<file path="src/rtl/grp_irq_pkg.sv">
package grp_irq_pkg;
   // result of a group-level pick
   typedef struct packed {
      logic       vld;
      logic [1:0] grp;
   } grp_pick_t;

   // non-maskable code sits at the top of the code space
   function automatic int nmi_code_of(input int code_w);
      return (1 << code_w) - 1;
   endfunction
endpackage

</file>
<file path="src/rtl/grp_irq_src_cell.sv">
module grp_irq_src_cell #(
   parameter bit IS_EXT = 1'b1
) (
   input  logic clk,
   input  logic rst_n,
   input  logic req_in,
   input  logic level_mode,
   input  logic clr,
   output logic req_nxt
);
   localparam logic EXT_L = IS_EXT;

   logic prev_q, pend_q, pend_d, lvl, rise;

   assign lvl  = level_mode & EXT_L;   // internal sources are always edge
   assign rise = req_in & ~prev_q;

   generate
      if (IS_EXT) begin : g_ext
         assign pend_d = lvl ? 1'b0 : ((pend_q & ~clr) | rise);
         assign req_nxt = lvl ? req_in : pend_d;
      end else begin : g_int
         assign pend_d  = (pend_q & ~clr) | rise;
         assign req_nxt = pend_d;
      end
   endgenerate

   always_ff @(posedge clk or negedge rst_n) begin
      if (!rst_n) begin
         prev_q <= 1'b0;
         pend_q <= 1'b0;
      end else begin
         prev_q <= req_in;
         pend_q <= pend_d;
      end
   end
endmodule

</file>
<file path="src/rtl/grp_irq_leader.sv">
module grp_irq_leader #(
   parameter int GSZ = 4,
   localparam int GW = (GSZ > 1) ? $clog2(GSZ) : 1
) (
   input  logic [GSZ-1:0] req,
   output logic           any,
   output logic [GW-1:0]  idx
);
   always_comb begin
      idx = '0;
      for (int p = GSZ - 1; p >= 0; p--) begin
         if (req[p]) idx = GW'(p);
      end
   end
   assign any = |req;
endmodule

</file>
<file path="src/rtl/grp_irq_rank_pick.sv">
module grp_irq_rank_pick
   import grp_irq_pkg::*;
#(
   parameter int NGRP = 4,
   localparam int RW = (NGRP > 1) ? $clog2(NGRP) : 1
) (
   input  logic [NGRP-1:0]    any,
   input  logic [NGRP*RW-1:0] rank,
   output logic               win_vld,
   output logic [RW-1:0]      win_grp
);
   logic [RW-1:0] best_r;

   always_comb begin
      win_vld = 1'b0;
      win_grp = '0;
      best_r  = '1;
      for (int g = 0; g < NGRP; g++) begin
         // strict compare keeps the lower index on a tie
         if (any[g] && (!win_vld || (rank[g*RW +: RW] < best_r))) begin
            win_vld = 1'b1;
            win_grp = RW'(g);
            best_r  = rank[g*RW +: RW];
         end
      end
   end
endmodule

</file>
<file path="src/rtl/grp_irq_ctrl.sv">
module grp_irq_ctrl
   import grp_irq_pkg::*;
#(
   parameter int          NGRP     = 4,
   parameter int          GSZ      = 4,
   parameter int          CODE_W   = 5,
   parameter logic [15:0] EXT_POS  = 16'h1337,
   parameter int          RSVD_POS = 15,
   localparam int NSRC = NGRP * GSZ,
   localparam int RW   = $clog2(NGRP),
   localparam int GW   = $clog2(GSZ)
) (
   input  logic                 clk,
   input  logic                 rst_n,
   input  logic                 nmi_in,
   input  logic [NSRC-1:0]      irq_in,
   input  logic [NSRC-1:0]      irq_mask,
   input  logic [NSRC-1:0]      level_mode,
   input  logic [NGRP*RW-1:0]   grp_rank,
   input  logic                 glob_en,
   input  logic                 irq_ack,
   output logic                 irq_valid,
   output logic [CODE_W-1:0]    irq_code
);
   localparam logic [CODE_W-1:0] NMI_CODE = CODE_W'(nmi_code_of(CODE_W));
   localparam logic [NSRC-1:0]   RSVD_BIT = NSRC'(1) << RSVD_POS;

   initial begin
      assert (NSRC == 16) else $error("source map sized for 16 positions");
      assert (NGRP > 1 && GSZ > 1) else $error("need at least two groups and positions");
      assert (RW + GW <= CODE_W) else $error("code width too small");
      assert (NSRC < nmi_code_of(CODE_W)) else $error("codes collide with NMI code");
      assert (RSVD_POS < NSRC) else $error("reserved position out of range");
   end

   logic [NSRC-1:0] src_req, elig, clr;
   logic            nmi_clr, nmi_req;
   logic [NGRP-1:0] grp_any;
   logic [GW-1:0]   lead_idx [NGRP];
   logic            win_vld;
   logic [RW-1:0]   win_grp;
   logic            ack_hit;

   assign ack_hit = irq_ack & irq_valid;
   assign nmi_clr = ack_hit & (irq_code == NMI_CODE);

   generate
      for (genvar i = 0; i < NSRC; i++) begin : g_src
         assign clr[i] = ack_hit & (irq_code == CODE_W'(i));
         grp_irq_src_cell #(.IS_EXT(EXT_POS[i] && (i != RSVD_POS))) u_cell (
            .clk        (clk),
            .rst_n      (rst_n),
            .req_in     (irq_in[i]),
            .level_mode (level_mode[i]),
            .clr        (clr[i]),
            .req_nxt    (src_req[i])
         );
      end
   endgenerate

   grp_irq_src_cell #(.IS_EXT(1'b0)) u_nmi (
      .clk        (clk),
      .rst_n      (rst_n),
      .req_in     (nmi_in),
      .level_mode (1'b0),
      .clr        (nmi_clr),
      .req_nxt    (nmi_req)
   );

   assign elig = src_req & ~irq_mask & ~RSVD_BIT & {NSRC{glob_en}};

   generate
      for (genvar g = 0; g < NGRP; g++) begin : g_grp
         grp_irq_leader #(.GSZ(GSZ)) u_lead (
            .req (elig[g*GSZ +: GSZ]),
            .any (grp_any[g]),
            .idx (lead_idx[g])
         );
      end
   endgenerate

   grp_irq_rank_pick #(.NGRP(NGRP)) u_pick (
      .any     (grp_any),
      .rank    (grp_rank),
      .win_vld (win_vld),
      .win_grp (win_grp)
   );

   always_ff @(posedge clk or negedge rst_n) begin
      if (!rst_n) begin
         irq_valid <= 1'b0;
         irq_code  <= '0;
      end else if (nmi_req) begin
         irq_valid <= 1'b1;
         irq_code  <= NMI_CODE;
      end else if (win_vld) begin
         irq_valid <= 1'b1;
         irq_code  <= CODE_W'({win_grp, lead_idx[win_grp]});
      end else begin
         irq_valid <= 1'b0;
         irq_code  <= '0;
      end
   end
endmodule

</file>
<file path="config.mk">
export PLATFORM = sky130hd
export DESIGN_NAME = grp_irq_ctrl
export DESIGN_NICKNAME = d
export VERILOG_FILES = /design/src/rtl/grp_irq_pkg.sv /design/src/rtl/grp_irq_src_cell.sv /design/src/rtl/grp_irq_leader.sv /design/src/rtl/grp_irq_rank_pick.sv /design/src/rtl/grp_irq_ctrl.sv
export SDC_FILE = /design/constraint.sdc
export NUM_CORES = 1
export LEC_CHECK = 0
export BUFFER_PORTS_ARGS = -buffer_cell sky130_fd_sc_hd__buf_4
export CORE_ASPECT_RATIO = 0.6
export CORE_MARGIN = 3
export CORE_UTILIZATION = 51
export DETAILED_ROUTE_END_ITERATION = 16
export HOLD_SLACK_MARGIN = 0.12
export PLACE_DENSITY = 0.79
export SLEW_MARGIN = 30
export SYNTH_ARGS = -nofsm -noshare
export SYNTH_HDL_FRONTEND = slang
export SYNTH_HIERARCHICAL = 1
export SYNTH_SLANG_ARGS = --single-unit
</file>
<file path="constraint.sdc">
create_clock -name clk -period 4.5 [get_ports clk]
set_input_delay 1.125 -clock clk [delete_from_list [all_inputs] [get_ports clk]]
set_output_delay 1.125 -clock clk [all_outputs]
set_load 0.005 [all_outputs]
</file>
==> results_dict.tcl <==
set metrics [dict create \
    run_status "complete, but fails checks" \
    violated_checks "setup timing" \
    dp_hpwl_um 4360 \
    clk_latency_ns 0.29 \
    p_seq_share_pct 38.4 \
    yosys_register_bits 38 \
    largest_net_degree_at_the_start_of_global_routing 39 \
    port_buffers 56 \
    finalHoldViolations 0 \
    reg2reg_from "irq_code[0]" \
    layout_setup_ws_ns -0.0621 \
    insertedDiodeCount 0 \
    synth.cell_area_sq_um 2200 \
    cap_violations 0 \
    worst_case_reg_to_reg_path_depth 20 \
    irDropWorstVdd_uv 252 \
    crit_path_category "in2reg" \
    numClockSinks 38 \
    globalRouteOverflowTotal 0 \
    final_core_util_pct 83.6 \
    antenna_violations_before_repair 0 \
    worst_hold_startpoint "g_src[7].u_cell/prev_q" \
    syn_avg_cell_area_sq_um 10.0 \
    path_max_fanout 5 \
    finalSetupViolCount 2 \
    rsz0062_at_grt "true" \
    antenna_left 0 \
    static-leakage-power_nw 1.57 \
    drtPass1Iterations 4 \
    routed_via_density 5.40 \
    max-clock-path-buffers 2 \
    worst_setup_hold_path_clk_slew_ns 0.07 \
    swShare_pct 33.8 \
    finalWorstPathRequiredPeriod_ns 4.56 \
    final_nets 382 \
    synth.largest_area_cell "sky130_fd_sc_hd__dfrtp_1" \
    grt_pass1_wl_um 9390 \
    gp_weighted_congestion 0.845 \
    drc 0 \
    r2r_end "irq_code[0]" \
    synthesis.instances 219 \
    min_to "g_src[7].u_cell/pend_q" \
    hold-path-cell-count 1 \
    fin_tns_setup_ns -0.116 \
    netSwitchingPower_w 0.000389 \
    fillers 237 \
    core_region_area_sq_um 3890 \
    vias 2037 \
    comb_pwr_share_pct 36.9 \
    layout-drive-gt1-share_pct 50.0 \
    timing.critical_path.required_ns 4.65 \
    num_io_pins 67 \
    clock-root-buffer "sky130_fd_sc_hd__clkbuf_8" \
    critical_path_arrival_ns 4.72 \
    maxClockFrequency_mhz 219 \
    synth.area.top_cells "sky130_fd_sc_hd__dfrtp_1 43%, sky130_fd_sc_hd__nand2b_1 7.1%, sky130_fd_sc_hd__and3b_1 5.6%" \
    numPlacedInstances 360 \
    synth_top_area_share_pct 43.2 \
    die-height_um 56.9 \
    timing_max_transition_violations_final 0 \
    yosys_warnings 6 \
    final_min_period_over_clock_period_pct 101 \
    cts_buffers 5 \
    p_int_w 0.000762 \
    cts_htree_levels 2 \
    area.growth.synth_to_final_pct 48.0 \
    setup.worst_path.start_class "primary input" \
    fin_worst_skew_ns 0.00610 \
    setup.worst_path.end_class "flop" \
    ys_seq_area_share_pct 43.2 \
    floorplan.rows 17 \
    worst-r2r-setup-slack_ns 0.23 \
    cts_tree "built" \
    hold_path.class "reg2reg" \
    total_wire_length_um 6410 \
    netlist-cell-type-count 38 \
    routed_wire_length_per_instance_um 17.0 \
    cts_hold_buf 0 \
    power-per-cell-area_nw_per_um2 354 \
    fp.dieW_um 90.8 \
    final_cell_count_no_fill 377 \
    detailedRoute.firstIterationViolations 70 \
    via_count_of_the_first_global_routing_pass 1961 \
    initial_cell_density_of_the_core_pct 56.5 \
    grt_util_all_layers_pct 23.5 \
    p_clk_share_pct 24.6 \
    design.die.area_sq_um 5160 \
]
==> power groups by stage <==
| stage | combinational [W] | clock (W) | sequential, W |
|---|---|---|---|
| detailed placement | 0.000349 | 0 | 0.000435 |
| global route | 0.000457 | 0.000303 | 0.000450 |
| global placement | 0.000339 | 0 | 0.000433 |
| finish | 0.000425 | 0.000284 | 0.000443 |
| floorplan | 0.000189 | 0 | 0.000426 |
| CTS | 0.000374 | 0.000287 | 0.000435 |
==> state kept, by name, indices dropped and copies added, names as in the netlist <==
register             cells
g_src.u_cell/pend_q     15
g_src.u_cell/prev_q     15
irq_code                 5
irq_valid                1
u_nmi/pend_q             1
u_nmi/prev_q             1
==> cell usage in the layout, fill, tap and decap left out, drive strengths merged <==
master,count
buf,95
dfrtp,38
nand2b,33
inv,27
nor3,16
and3b,14
a21oi,13
nand2,13
o22ai,11
nor2,9
o2bb2ai,8
clkbuf,7
o21ai,5
mux2i,4
nor4,4
o221ai,2
conb,2
ha,2
nand3b,1
nand3,1
nand4bb,1
or2,1
bufinv,1
and4b,1
a41oi,1
a21o,1
and3,1
a211oi,1
o32a,1
nor2b,1
maj3,1
o32ai,1
a311o,1
a31oi,1
or4,1
==> worst max path at each step <==
stage / start / endpoint / slack (ns)
global placement: irq_ack / irq_code[1] / -0.47
CTS: irq_ack / irq_code[1] / 0.005
global route: irq_ack / irq_code[0] / -0.21
floorplan: irq_ack / irq_code[1] / 0.11
finish: irq_ack / irq_code[0] / -0.06
detailed placement: irq_ack / irq_code[1] / -0.54
==> kinds of logic (layout without fill, tap and decap cells) <==
group	count (synthesis)	count (layout)	share of synthesized area, %
compound gates	46	46	18.5
fa+ha+maj	3	3	1.59
buf+inv	30	130	5.23
flops	38	38	43.2
mux	4	4	1.82
other cells	1	2	0.170
simple gates	97	97	29.4
==> cell usage after synthesis, drive strengths merged <==
library cell and n:
maj3 1, or2 1, nor4 4, clkbuf 1
o32a 1, nor3 16, o32ai 1, buf 2
nand4bb 1, a31oi 1, a21o 1, and3b 14
mux2i 4, a311o 1, ha 2, o2bb2ai 8
dfrtp 38, a211oi 1, and4b 1, o221ai 2
and3 1, a41oi 1, a21oi 13, nand2 13
or4 1, o22ai 11, nor2 9, inv 27
nand3b 1, nand3 1, nand2b 33, o21ai 5
conb 1, nor2b 1
==> what timing repair did <==
| item | CTS | global route |
|---|---|---|
| pin swaps | 2 | 17 |
| gates resized for setup | 16 | 22 |
| endpoints found under the setup margin | 2 | 2 |
| setup buffers | 0 | 9 |
==> critical path, stage by stage <==
cell and delay (ns):
sky130_fd_sc_hd__buf_8 0.09, sky130_fd_sc_hd__nand4bb_4 0.16, sky130_fd_sc_hd__buf_6 0.17, sky130_fd_sc_hd__nor3_2 0.11, sky130_fd_sc_hd__nand2b_4 0.15, sky130_fd_sc_hd__o2bb2ai_1 0.09, sky130_fd_sc_hd__and3b_2 0.23, sky130_fd_sc_hd__nor2_2 0.14
sky130_fd_sc_hd__nand2_2 0.10, sky130_fd_sc_hd__inv_2 0.09, sky130_fd_sc_hd__o22ai_2 0.10, sky130_fd_sc_hd__ha_4 0.25, sky130_fd_sc_hd__o22ai_4 0.15, sky130_fd_sc_hd__o21ai_2 0.10, sky130_fd_sc_hd__o32a_1 0.20, sky130_fd_sc_hd__ha_2 0.21
sky130_fd_sc_hd__a311o_1 0.34, sky130_fd_sc_hd__a31oi_2 0.18, sky130_fd_sc_hd__o21ai_1 0.13, sky130_fd_sc_hd__o21ai_1 0.09, sky130_fd_sc_hd__buf_4 0.16, sky130_fd_sc_hd__mux2i_1 0.19, sky130_fd_sc_hd__o221ai_1 0.15
==> layout make-up <==
type / count / area (sq um) / share of cell area (%)
Sequential cell: 38 / 951 / 29.2
Inverter: 27 / 101 / 3.11
Timing Repair Buffer: 95 / 728 / 22.4
Tap cell: 57 / 71.3 / 2.19
Clock buffer: 7 / 76.3 / 2.35
Multi-Input combinational cell: 152 / 1300 / 39.8
Clock inverter: 1 / 30.0 / 0.923
==> routing by layer <==
metal  GRT usage (%)  up-vias  wire length [um]
met5               0        -                 0
met4            8.37        0               149
met3            6.02       18               516
met2            36.4       90              3010
met1            32.1      965              2730
li1                -      964                 -
==> stage by stage <==
step | hold WS (ns) | total power [W] | setup slack [ns] | area, sq um
after floorplan | 0.421 | 0.000615 | 0.111 | 2200
final | 0.440 | 0.00115 | -0.0621 | 3250
after CTS | 0.439 | 0.00110 | 0.00517 | 3100
after global placement | 0.426 | 0.000772 | -0.472 | 2910
after global routing | 0.457 | 0.00121 | -0.214 | 3250
after detailed placement | 0.429 | 0.000784 | -0.544 | 2910
(Power assumes the default switching activity.)
